$ cat src/rtl/refresh_sched_pkg.sv
`timescale 1ns/1ps
package refresh_sched_pkg;
  // Round a nanosecond time up to a whole number of clock cycles.
  function automatic int ns_to_cycles(input int t_ns, input int period_ps);
    return (t_ns * 1000 + period_ps - 1) / period_ps;
  endfunction
endpackage

$ cat src/rtl/refresh_interval.sv
`timescale 1ns/1ps
module refresh_interval #(
  parameter int INTERVAL = 390,
  parameter int MAX_DEBT = 8
) (
  input  logic clk,
  input  logic rst_n,
  input  logic hold,
  input  logic grant,
  output logic owed,
  output logic full
);
  localparam int CW = (INTERVAL > 1) ? $clog2(INTERVAL) : 1;
  localparam int DW = $clog2(MAX_DEBT + 1);
  localparam logic [CW-1:0] RELOAD = CW'(INTERVAL - 1);
  localparam logic [DW-1:0] LIMIT  = DW'(MAX_DEBT);

  logic [CW-1:0] cnt;
  logic [DW-1:0] debt;
  logic          tick;

  assign tick = (cnt == '0);

  always_ff @(posedge clk) begin
    if (!rst_n || hold) begin
      cnt  <= RELOAD;
      debt <= '0;
    end else begin
      cnt <= (grant || tick) ? RELOAD : cnt - CW'(1);
      case ({tick, grant})
        2'b10: if (debt != LIMIT) debt <= debt + DW'(1);
        2'b01: debt <= debt - DW'(1);
        default: debt <= debt;
      endcase
    end
  end

  assign owed = (debt != '0);
  assign full = (debt == LIMIT);
endmodule

$ cat src/rtl/hold_window.sv
`timescale 1ns/1ps
module hold_window #(
  parameter int CYCLES = 6
) (
  input  logic clk,
  input  logic rst_n,
  input  logic start,
  output logic active
);
  localparam int W = $clog2(CYCLES + 1);
  logic [W-1:0] cnt;

  always_ff @(posedge clk) begin
    if (!rst_n)            cnt <= '0;
    else if (start)        cnt <= W'(CYCLES);
    else if (cnt != '0)    cnt <= cnt - W'(1);
  end

  assign active = (cnt != '0);
endmodule

$ cat src/rtl/refresh_sched.sv
`timescale 1ns/1ps
module refresh_sched
  import refresh_sched_pkg::*;
#(
  parameter int CLK_PERIOD_PS   = 20000,
  parameter int REF_INTERVAL_NS = 7800,
  parameter int REF_BLACKOUT_NS = 120,
  parameter int SR_EXIT_NS      = 75,
  parameter int SR_EXIT_RD_CYC  = 200,
  parameter int MAX_DEBT        = 8
) (
  input  logic clk,
  input  logic rst_n,
  input  logic ref_grant,
  input  logic banks_idle,
  input  logic sr_enter_req,
  input  logic sr_exit_req,
  output logic ref_req,
  output logic ref_urgent,
  output logic ref_busy,
  output logic sr_active,
  output logic rdy_nonread,
  output logic rdy_read
);
  localparam int REF_INTERVAL = ns_to_cycles(REF_INTERVAL_NS, CLK_PERIOD_PS);
  localparam int BLACKOUT     = ns_to_cycles(REF_BLACKOUT_NS, CLK_PERIOD_PS);
  localparam int EXIT_NR      = ns_to_cycles(SR_EXIT_NS, CLK_PERIOD_PS);

  logic owed, full, grant_acc, enter_acc, exit_acc;
  logic nr_wait, rd_wait;

  refresh_interval #(.INTERVAL(REF_INTERVAL), .MAX_DEBT(MAX_DEBT)) u_interval (
    .clk(clk), .rst_n(rst_n), .hold(sr_active), .grant(grant_acc),
    .owed(owed), .full(full)
  );

  hold_window #(.CYCLES(BLACKOUT)) u_blackout (
    .clk(clk), .rst_n(rst_n), .start(grant_acc), .active(ref_busy)
  );

  hold_window #(.CYCLES(EXIT_NR)) u_exit_nr (
    .clk(clk), .rst_n(rst_n), .start(exit_acc), .active(nr_wait)
  );

  hold_window #(.CYCLES(SR_EXIT_RD_CYC)) u_exit_rd (
    .clk(clk), .rst_n(rst_n), .start(exit_acc), .active(rd_wait)
  );

  assign rdy_nonread = !sr_active && !nr_wait;
  assign rdy_read    = !sr_active && !rd_wait;

  // Self-refresh entry wins over a refresh offer in the same cycle.
  assign enter_acc = sr_enter_req && banks_idle && !ref_busy && rdy_nonread;
  assign exit_acc  = sr_exit_req && sr_active;
  assign ref_req   = owed && banks_idle && !ref_busy && rdy_nonread && !sr_enter_req;
  assign grant_acc = ref_grant && ref_req;
  assign ref_urgent = full && !sr_active;

  always_ff @(posedge clk) begin
    if (!rst_n)         sr_active <= 1'b0;
    else if (enter_acc) sr_active <= 1'b1;
    else if (exit_acc)  sr_active <= 1'b0;
  end
endmodule

$ cat config.mk
export PLATFORM = sky130hd
export DESIGN_NAME = refresh_sched
export DESIGN_NICKNAME = d
export VERILOG_FILES = /design/src/rtl/refresh_sched_pkg.sv /design/src/rtl/refresh_interval.sv /design/src/rtl/hold_window.sv /design/src/rtl/refresh_sched.sv
export SDC_FILE = /design/constraint.sdc
export NUM_CORES = 1
export LEC_CHECK = 0
export CORE_MARGIN = 10
export CORE_UTILIZATION = 50
export DETAILED_ROUTE_END_ITERATION = 7
export PLACE_DENSITY_LB_ADDON = 0.05
export RECOVER_POWER = 100
export SLEW_MARGIN = 0
export SYNTH_ARGS = -nofsm -noshare
export SYNTH_HDL_FRONTEND = slang
export SYNTH_SLANG_ARGS = --single-unit
$ cat constraint.sdc
create_clock -name clk -period 6.8 [get_ports clk]
set_input_delay 0.68 -clock clk [delete_from_list [all_inputs] [get_ports clk]]
set_output_delay 0.68 -clock clk [all_outputs]
set_load 0.03 [all_outputs]
==> run summary, run 1 <==
Area leader, netlist: dfxtp_1
Cell variety after synth: 34
DR vias/cell: 5.245
# resized after CTS: 0
Syn. warnings: 0
WHS Endpoint: u_interval.cnt[0]
Crit share post-route: 0.5131
Starting density of the core: 0.5158
Critical register-to-register path startpoint: u_exit_nr.cnt[0]
# DRC: 0
Final Hold Vio Count: 0
Syn Inst Count: 160
HP Class: register to register
Net Count, Synth: 177
# diodes: 0
P&R area growth vs syn: 11.00%
Die span in y: 73.11 microns
Post-synthesis register bit count: 28
Slew @ Worst Pin: 576.3 ps
RD Place Congestion: 0.8086
First-pass GRT wire length: 4547 microns
Final ANT Viol Nets: 0
Fmax: 286.6 MHz
Maximum VDD drop: 260.4 uV
Crit path required time: 6120 ps
Clock sink total: 28
Slew Limit Headroom: 0.6150
Crit path kind: register to primary output
Row count: 19
Largest cells by area after synthesis: dfxtp_1 40%, ha_1 8.9%, xnor2_1 5.0%, nor2_1 4.8%, inv_1 4.3%
Largest net degree at the start of global routing: 15
Hpwl dp: 2034 microns
Htree depth: 1
Clk slew on worst S/H paths: 130 ps
Setup Viol. Count Final: 0
Root Buffer: clkbuf_4
Cts hold-fix bufs: 0
WP data arrival: 2810 ps
# IOs: 12
Fin area: 0.001565 sq mm
Initial DRC count: 33
Clock skew: 3.009 ps
Power, Total: 0.5477 mW
Reg2reg end: u_interval.debt[3]
Cell area after placement: 0.001554 sq mm
Clk_lat worst skew: 310 ps
CTS tree: done
CP max stage cell: dlygate4sd3_1
Die X-Extent: 73.11 microns
Port buffer count: 11
Syn avg cell area: 8.813 sq um
Vias post-DR: 1070
Num CTS Buffers: 3
Sequential share of the synthesized area: 0.3975
DRT Pass-1 Iters: 4
Post-CTS Setup Inserts: 0
Final TNS setup: 0 ps
Crit-path cells: inv_1 > ha_1 > nor3b_1 > and4b_1 > nor2b_1 > dlygate4sd3_1
Post-route minimum period: 3489 ps
RSZ-0062 raised after global routing: no
Nets: 192
Drt wl/cell: 12.53 microns
CP Capture Type: primary output
Share of post-route cells with drive strength above 1: 0.02890
Share of the synthesized area in the top cell type: 0.3975
Vias in the first global route: 1049
WL final: 2557 microns
Core Area: 0.002734 sq mm
Startpoint types: register
P_leak: 0.6840 nW
Clk buf depth: 2
Critical path peak fanout: 8
Synthesized area: 0.001410 sq mm
Antenna violations before repair: 0
Die ar.: 0.005344 sq mm
R2R depth: 13
Global-route usage over all layers: 0.1031
Max Slew Vio Count: 0
Max-cap violations: 0
Power per cell area: 349.9 mW/mm^2
Hold path depth: 1
GRT overflow: 0
Reg-to-reg slack, setup: 3820 ps
Slowest Stage Delay on Critical Path: 740 ps
Status: complete, no violations
Hold path start: u_interval.cnt[0]
## where the power goes
part           leakage [nW]  total [mW]  switching (mW)  internal [mW]
combinational         0.441       0.254           0.144          0.110
sequential            0.229       0.230          0.0285          0.201
clock                0.0138      0.0640          0.0433         0.0207
## metrics by stage
stage	hold WS [ps]	worst slack (ps)	utilization	std cells
6_report	423.6	3311	0.5725	204
5_1_grt	440.1	3024	0.5725	204
4_1_cts	426.3	3319	0.5767	204
3_5_place_dp	395.0	3613	0.5684	201
3_3_place_gp	389.7	3726	0.5684	201
2_1_floorplan	371.5	4170	-	160
## cells in the final DEF, fill, tap and decap left out, types with 4 or more instances in the layout
cell,netlist,layout
nor2_1,18,18
nor2b_1,5,5
dfxtp_1,28,28
a21oi_1,10,10
nand3_1,5,5
xnor2_1,8,8
ha_1,10,10
mux2i_1,5,5
inv_1,16,16
nor3_1,10,10
dlygate4sd3_1,0,7
xor2_1,6,6
nand2_1,10,10
clkdlybuf4s50_1,0,4
## critical path: cells and delay by family (launching register included)
family / cells / cell delay (ps)
adder cells (fa/ha/maj): 1 / 180
buffers and inverters: 2 / 840
flip-flops: 1 / 340
AND/OR/NAND/NOR: 3 / 1130
## kinds of logic after synthesis
group / count (synthesis) / share of synthesized area
and+or+nand+nor: 66 / 0.2538
muxes: 5 / 0.03549
adders and majority gates: 11 / 0.1029
DFF: 28 / 0.3975
buffers and inverters: 17 / 0.04614
xor gates and xnor gates: 14 / 0.08696
AOI/OAI and AO/OA: 19 / 0.07720
## flip-flops by register name, indices dropped and copies added (netlist names)
signal,cells
u_interval.cnt,9
sr_active,1
u_exit_nr.cnt,3
u_interval.debt,4
u_exit_rd.cnt,8
u_blackout.cnt,3
## how the worst max path moves through the flow
stage	startpoint	end	cells past startpoint
2_1_floorplan	u_exit_nr.cnt[0]	u_interval.debt[3]	13
3_3_place_gp	u_exit_rd.cnt[0]	rdy_read	6
3_5_place_dp	banks_idle	u_interval.debt[3]	11
4_1_cts	u_exit_rd.cnt[0]	rdy_read	6
5_1_grt	u_exit_rd.cnt[0]	rdy_read	6
6_report	u_exit_rd.cnt[0]	rdy_read	6
## Yosys cell counts
library cell	instances
a21o_2	1
nand2b_1	1
nand2_1	10
and4b_1	1
mux2i_1	5
o21ai_0	3
or4_1	1
and4b_2	1
inv_1	16
nor4_1	2
buf_2	1
a211oi_1	1
fa_1	1
a31oi_1	2
dfxtp_1	28
xor2_1	6
nor2_1	18
or3_1	1
nor2b_1	5
and3_1	1
or4b_1	1
o31ai_1	1
nor3b_1	3
nand3_1	5
a21o_1	1
or2b_1	1
nor3_1	10
or3_4	1
and3_4	1
xnor2_1	8
ha_1	10
nand4_1	2
or4_4	1
a21oi_1	10
## cell type report
| type | count | area [sq um] |
|---|---|---|
| repair buffers | 11 | 110.1 |
| flip-flops and latches | 28 | 560.5 |
| clock buffers | 3 | 22.52 |
| well taps | 31 | 38.79 |
| fillers | 242 | 1169 |
| multi-input cells | 115 | 773.2 |
| inverters | 16 | 60.06 |
## per-layer routing
layer	part of all wire	global-route usage	routed length, microns
met2	0.46	0.1624	1168
met4	0.0078	0.03797	20
met3	0.049	0.02857	125
met1	0.49	0.1296	1243
met5	0	0	0
(Power assumes the default switching activity.)
==> run 2, diff against run 1 <==
- clock period: 6.8 -> 3.5 ns (I/O delays scaled with it)
==> run 2 against run 1 <==
  * Global-route usage rose by 0.12 points
  * Via count rose by 1.8%
  * Combinational power rose by 95%
  * Setup slack got worse by 2800 ps
  * Sequential share of layout area fell by 0.086 points
  * Clock-buffer cell count did not move
  * Final area rose by 0.24%
  * Total power rose by 94%
  * Clock skew barely moved
  * Critical path type unchanged
==> run summary, run 2 (same netlist as run 1, synthesis figures left out) <==
Status: complete, no violations
Row count: 19 (unchanged)
Final TNS setup: 0 ps (unchanged)
Antenna violations before repair: 0 (unchanged)
Commonest non-fill, non-tap cell in the layout: dfxtp_1
WL final: 2531 microns (-1.0%)
# diodes: 0 (unchanged)
Startpoint types: register
Hpwl dp: 1980 microns (-2.6%)
Vias in the first global route: 1073 (+2.3%)
Global Route met2 Usage: 0.1805 (+0.01815)
Setup WS pre-CTS: 634.2 ps (-2979 ps)
# resized after CTS: 0 (unchanged)
Inst Count DP: 202 (+0.50%)
Maximum VDD drop: 472.5 uV (+81%)
Max-cap violations: 0 (unchanged)
Drt wl/cell: 12.35 microns (-1.5%)
Die X-Extent: 73.11 microns (unchanged)
DRT Pass-1 Iters: 4 (unchanged)
Clk buf depth: 2 (unchanged)
Root Buffer: clkbuf_4
Power per cell area: 679.0 mW/mm^2 (+94%)
Final core occ: 0.5739 (+0.001373)
Most frequent cells in the layout: 28 x dfxtp_1, 18 x nor2_1, 16 x inv_1
GR Util met3: 0.03946 (+0.01088)
Hold path start: u_interval.cnt[0]
Num CTS Buffers: 3 (unchanged)
Port buffer count: 11 (unchanged)
First-pass GRT wire length: 4498 microns (-1.1%)
# IOs: 12 (unchanged)
Clock skew: 3.459 ps (+0.4495 ps)
Slew @ Worst Pin: 482.7 ps (-93.62 ps)
Post-route minimum period: 3009 ps
Initial DRC count: 89 (+170%)
Clk_lat worst skew: 310 ps (about the same)
Largest net degree at the start of global routing: 15 (unchanged)
Fmax: 332.4 MHz
RD Place Congestion: 0.8431 (+4.3%)
Met1 Use GR: 0.1118 (-0.01780)
Vias post-DR: 1089 (+1.8%)
Setup Viol. Count Final: 0 (unchanged)
Nets: 193 (+0.52%)
Max FFs per register: 9 (unchanged)
GRT overflow: 0 (unchanged)
Reg-to-reg slack, setup: 580 ps (-3240 ps)
Crit path kind: register to primary output
Largest regs: u_interval.cnt x9, u_exit_rd.cnt x8, u_interval.debt x4
GR peak layer: met2
Hold path depth: 1 (unchanged)
Die ar.: 0.005344 sq mm (unchanged)
Power, Total: 1.065 mW (+94%)
Crit path required time: 3150 ps (-2970 ps)
WHS Endpoint: u_interval.cnt[0]
CTS tree: done
# DRC: 0 (unchanged)
Share of post-route cells with drive strength above 1: 0.02874 (-0.0001661)
Die span in y: 73.11 microns (unchanged)
Max Slew Vio Count: 0 (unchanged)
Cts hold-fix bufs: 0 (unchanged)
P_leak: 0.6849 nW (+0.13%)
Crit share post-route: 0.8597
Global-route usage over all layers: 0.1043 (+0.001189)
Clock sink total: 28 (unchanged)
Post-CTS Setup Inserts: 0 (unchanged)
Final ANT Viol Nets: 0 (unchanged)
WP data arrival: 2660 ps (-150 ps)
Final Instance Count excl. Fillers: 205 (+0.49%)
DR vias/cell: 5.312 (+1.3%)
HP Class: register to register
Core Area: 0.002734 sq mm (unchanged)
Final WS setup: 491.1 ps (-2820 ps)
Htree depth: 1 (unchanged)
RSZ-0062 raised after global routing: no
Critical register-to-register path startpoint: u_exit_nr.cnt[0]
Starting density of the core: 0.5158 (unchanged)
P&R area growth vs syn: 11.27%
Final Hold Vio Count: 0 (unchanged)
Reg2reg end: u_interval.debt[3]
Clk slew on worst S/H paths: 130 ps (about the same)
Largest Register: u_interval.cnt
Critical path peak fanout: 8 (unchanged)
CP Capture Type: primary output
Slew Limit Headroom: 0.6757 (+0.06077)
R2R depth: 13 (unchanged)
Critical Path Start: u_exit_rd.cnt[0]
run 2: cell count changes in the layout (fill, tap and decap cells not counted), sizes merged:
cell and delta:
dlygate4sd3 -1, clkbuf +1, clkdlybuf4s50 +1
run 2: how the worst max path moves through the flow:
stage / to / cells after the start
5_1_grt: rdy_read / 7
6_report: rdy_read / 7
4_1_cts: rdy_read / 7
3_3_place_gp: u_interval.debt[3] / 13
3_5_place_dp: u_interval.debt[3] / 13
2_1_floorplan: u_interval.debt[3] / 13
run 2: power by group:
| group | switching, mW | internal, mW |
|---|---|---|
| registers | 0.0557 | 0.391 |
| logic | 0.278 | 0.217 |
| clock network | 0.0835 | 0.0403 |
run 2: layout make-up:
| cell class | count | area, sq um |
|---|---|---|
| fill | 242 | 1165 |
| timing repair buffer | 12 | 113.9 |
| sequential | 28 | 560.5 |
| tap | 31 | 38.79 |
| inverter | 16 | 60.06 |
| clock buffer | 3 | 22.52 |
| multi-input combinational | 115 | 773.2 |
run 2: critical path, cell delays in order (launching register included):
cell and delay, ps:
dfxtp_1 340, inv_1 100, ha_1 190, nor3b_1 180
clkbuf_1 230, and4b_1 400, nor2b_1 160, dlygate4sd3_1 740
run 2: through the flow:
step / cell area [sq um] / hold WS, ps
3_5_place_dp: 1562 / 384.8
3_3_place_gp: 1562 / 385.6
5_1_grt: 1569 / 432.5
4_1_cts: 1584 / 417.7
2_1_floorplan: 1410 / 371.5
6_report: 1569 / 413.1
run 2: metal layers:
layer / up-vias / part of all wire
li1: 577 / -
met1: 496 / 0.44
met2: 12 / 0.49
met3: 4 / 0.051
met4: 0 / 0.011
met5: - / 0
==> run 3, diff against run 2 <==
- CELL_PAD_IN_SITES_DETAIL_PLACEMENT: default -> 2
- CELL_PAD_IN_SITES_GLOBAL_PLACEMENT: default -> 2
- CORE_MARGIN: 10 -> default
- CORE_UTILIZATION: 50 -> 35
- GPL_TIMING_DRIVEN: default -> 0
==> run 3 against run 2 <==
  * Sequential cell count unchanged
  * Sequential power increased by 0.9%
  * Setup slack lost 100 ps
==> run summary, run 3 (same netlist as run 1, synthesis figures left out) <==
Status: complete, no violations
Post-route minimum period: 3109 ps (+100.1 ps)
Nets: 193 (unchanged)
Critical path peak fanout: 8 (unchanged)
Startpoint types: register
Final Hold Vio Count: 0 (unchanged)
Slew @ Worst Pin: 604.9 ps (+122.2 ps)
HP Class: register to register
Clock sink total: 28 (unchanged)
Top cell family by delay on the critical path: buffers and inverters
Cts hold-fix bufs: 0 (unchanged)
Crit share post-route: 0.8883 (+0.02861)
WP data arrival: 2760 ps (+100 ps)
Maximum VDD drop: 276.2 uV (-42%)
DRT Pass-1 Iters: 3 (-1)
Die ar.: 0.004287 sq mm (-20%)
RD Place Congestion: 0.7469 (-11%)
Crit path required time: 3150 ps (about the same)
Slew Limit Headroom: 0.5959 (-0.07987)
Largest regs: u_interval.cnt x9, u_exit_rd.cnt x8, u_interval.debt x4
GRT overflow: 0 (unchanged)
Share of post-route cells with drive strength above 1: 0.04000 (+0.01126)
Core Area: 0.003771 sq mm (+38%)
Vias in the first global route: 1183 (+10%)
RSZ-0062 raised after global routing: no
Final core occ: 0.4307 (-0.1433)
Largest net degree at the start of global routing: 16 (+1)
Commonest non-fill, non-tap cell in the layout: dfxtp_1
CTS tree: done
CP max stage cell: dlygate4sd3_1
Max-cap violations: 0 (unchanged)
Vias post-DR: 1117 (+2.6%)
Initial DRC count: 21 (-76%)
Htree depth: 1 (unchanged)
Final WS setup: 391.0 ps (-100.1 ps)
# resized after CTS: 0 (unchanged)
Max FFs per register: 9 (unchanged)
Largest Register: u_interval.cnt
Root Buffer: clkbuf_8
Row count: 22 (+3)
Setup WS pre-CTS: 552.7 ps (-81.52 ps)
CP Buf/Inv Count: 3 (unchanged)
DR vias/cell: 5.009 (-5.7%)
Num CTS Buffers: 3 (unchanged)
Hpwl dp: 2442 microns (+23%)
Clock skew: 4.570 ps (+1.111 ps)
Fmax: 321.6 MHz (-3.2%)
Die span in y: 65.48 microns (-10%)
Clk_lat worst skew: 270 ps (-40 ps)
Final TNS setup: 0 ps (unchanged)
Starting density of the core: 0.3739 (-0.1419)
Crit path kind: register to primary output
Power per cell area: 713.7 mW/mm^2 (+5.1%)
# IOs: 12 (unchanged)
Port buffer count: 11 (unchanged)
Crit-path cells: inv_1 > ha_1 > nor3b_1 > and4b_1 > buf_2 > nor2b_1 > dlygate4sd3_1
Clk slew on worst S/H paths: 90 ps (-40 ps)
Clk buf depth: 2 (unchanged)
Slowest Stage Delay on Critical Path: 740 ps (about the same)
Die X-Extent: 65.48 microns (-10%)
# diodes: 0 (unchanged)
WL final: 3065 microns (+21%)
# DRC: 0 (unchanged)
CP Capture Type: primary output
Setup Viol. Count Final: 0 (unchanged)
P&R area growth vs syn: 15.17%
Drt wl/cell: 13.74 microns (+11%)
Most frequent cells in the layout: 28 x dfxtp_1, 18 x nor2_1, 16 x inv_1
Max Slew Vio Count: 0 (unchanged)
Final ANT Viol Nets: 0 (unchanged)
First-pass GRT wire length: 5526 microns (+23%)
Post-CTS Setup Inserts: 0 (unchanged)
Antenna violations before repair: 0 (unchanged)
Global-route usage over all layers: 0.1680 (+0.06374)
P_leak: 0.7036 nW (+2.7%)
[run 3: area by class of cell]
class / count / area (sq um)
Tap cell: 48 / 60.06
Multi-Input combinational cell: 115 / 773.2
Timing Repair Buffer: 11 / 110.1
Sequential cell: 28 / 560.5
Fill cell: 425 / 2147
Clock buffer: 4 / 55.05
Buffer: 1 / 5.005
Inverter: 16 / 60.06
[run 3: worst paths after layout]
path,slack (ps),depth (start not counted),from,end
min reg2reg,420,1,u_interval.cnt[0],u_interval.cnt[0]
max reg2reg,470,13,u_exit_nr.cnt[0],u_interval.debt[3]
min,420,1,u_interval.cnt[0],u_interval.cnt[0]
max,390,7,u_exit_rd.cnt[0],rdy_read
[run 3: metrics by stage]
| step | std cells | power (mW) | instance area, sq um | hold WS (ps) |
|---|---|---|---|---|
| 2_1_floorplan | 160 | 0.8420 | 1410 | 371.5 |
| 3_3_place_gp | 219 | 0.9624 | 1580 | 386.3 |
| 3_5_place_dp | 219 | 0.9888 | 1580 | 402.2 |
| 4_1_cts | 223 | 1.200 | 1635 | 425.3 |
| 5_1_grt | 223 | 1.261 | 1624 | 443.9 |
| 6_report | 223 | 1.159 | 1624 | 416.5 |
[run 3: power by group]
part | internal, mW | switching, mW | total (mW)
combinational | 0.221 | 0.290 | 0.511
clock | 0.101 | 0.0972 | 0.198
sequential | 0.391 | 0.0594 | 0.450
[run 3: metal layers]
metal | vias to the layer above | global-route usage | share of wire
li1 | 569 | - | -
met1 | 540 | 0.1991 | 0.48
met2 | 6 | 0.3080 | 0.50
met3 | 2 | 0.03646 | 0.016
met4 | 0 | 0.03261 | 0.0046
met5 | - | 0 | 0
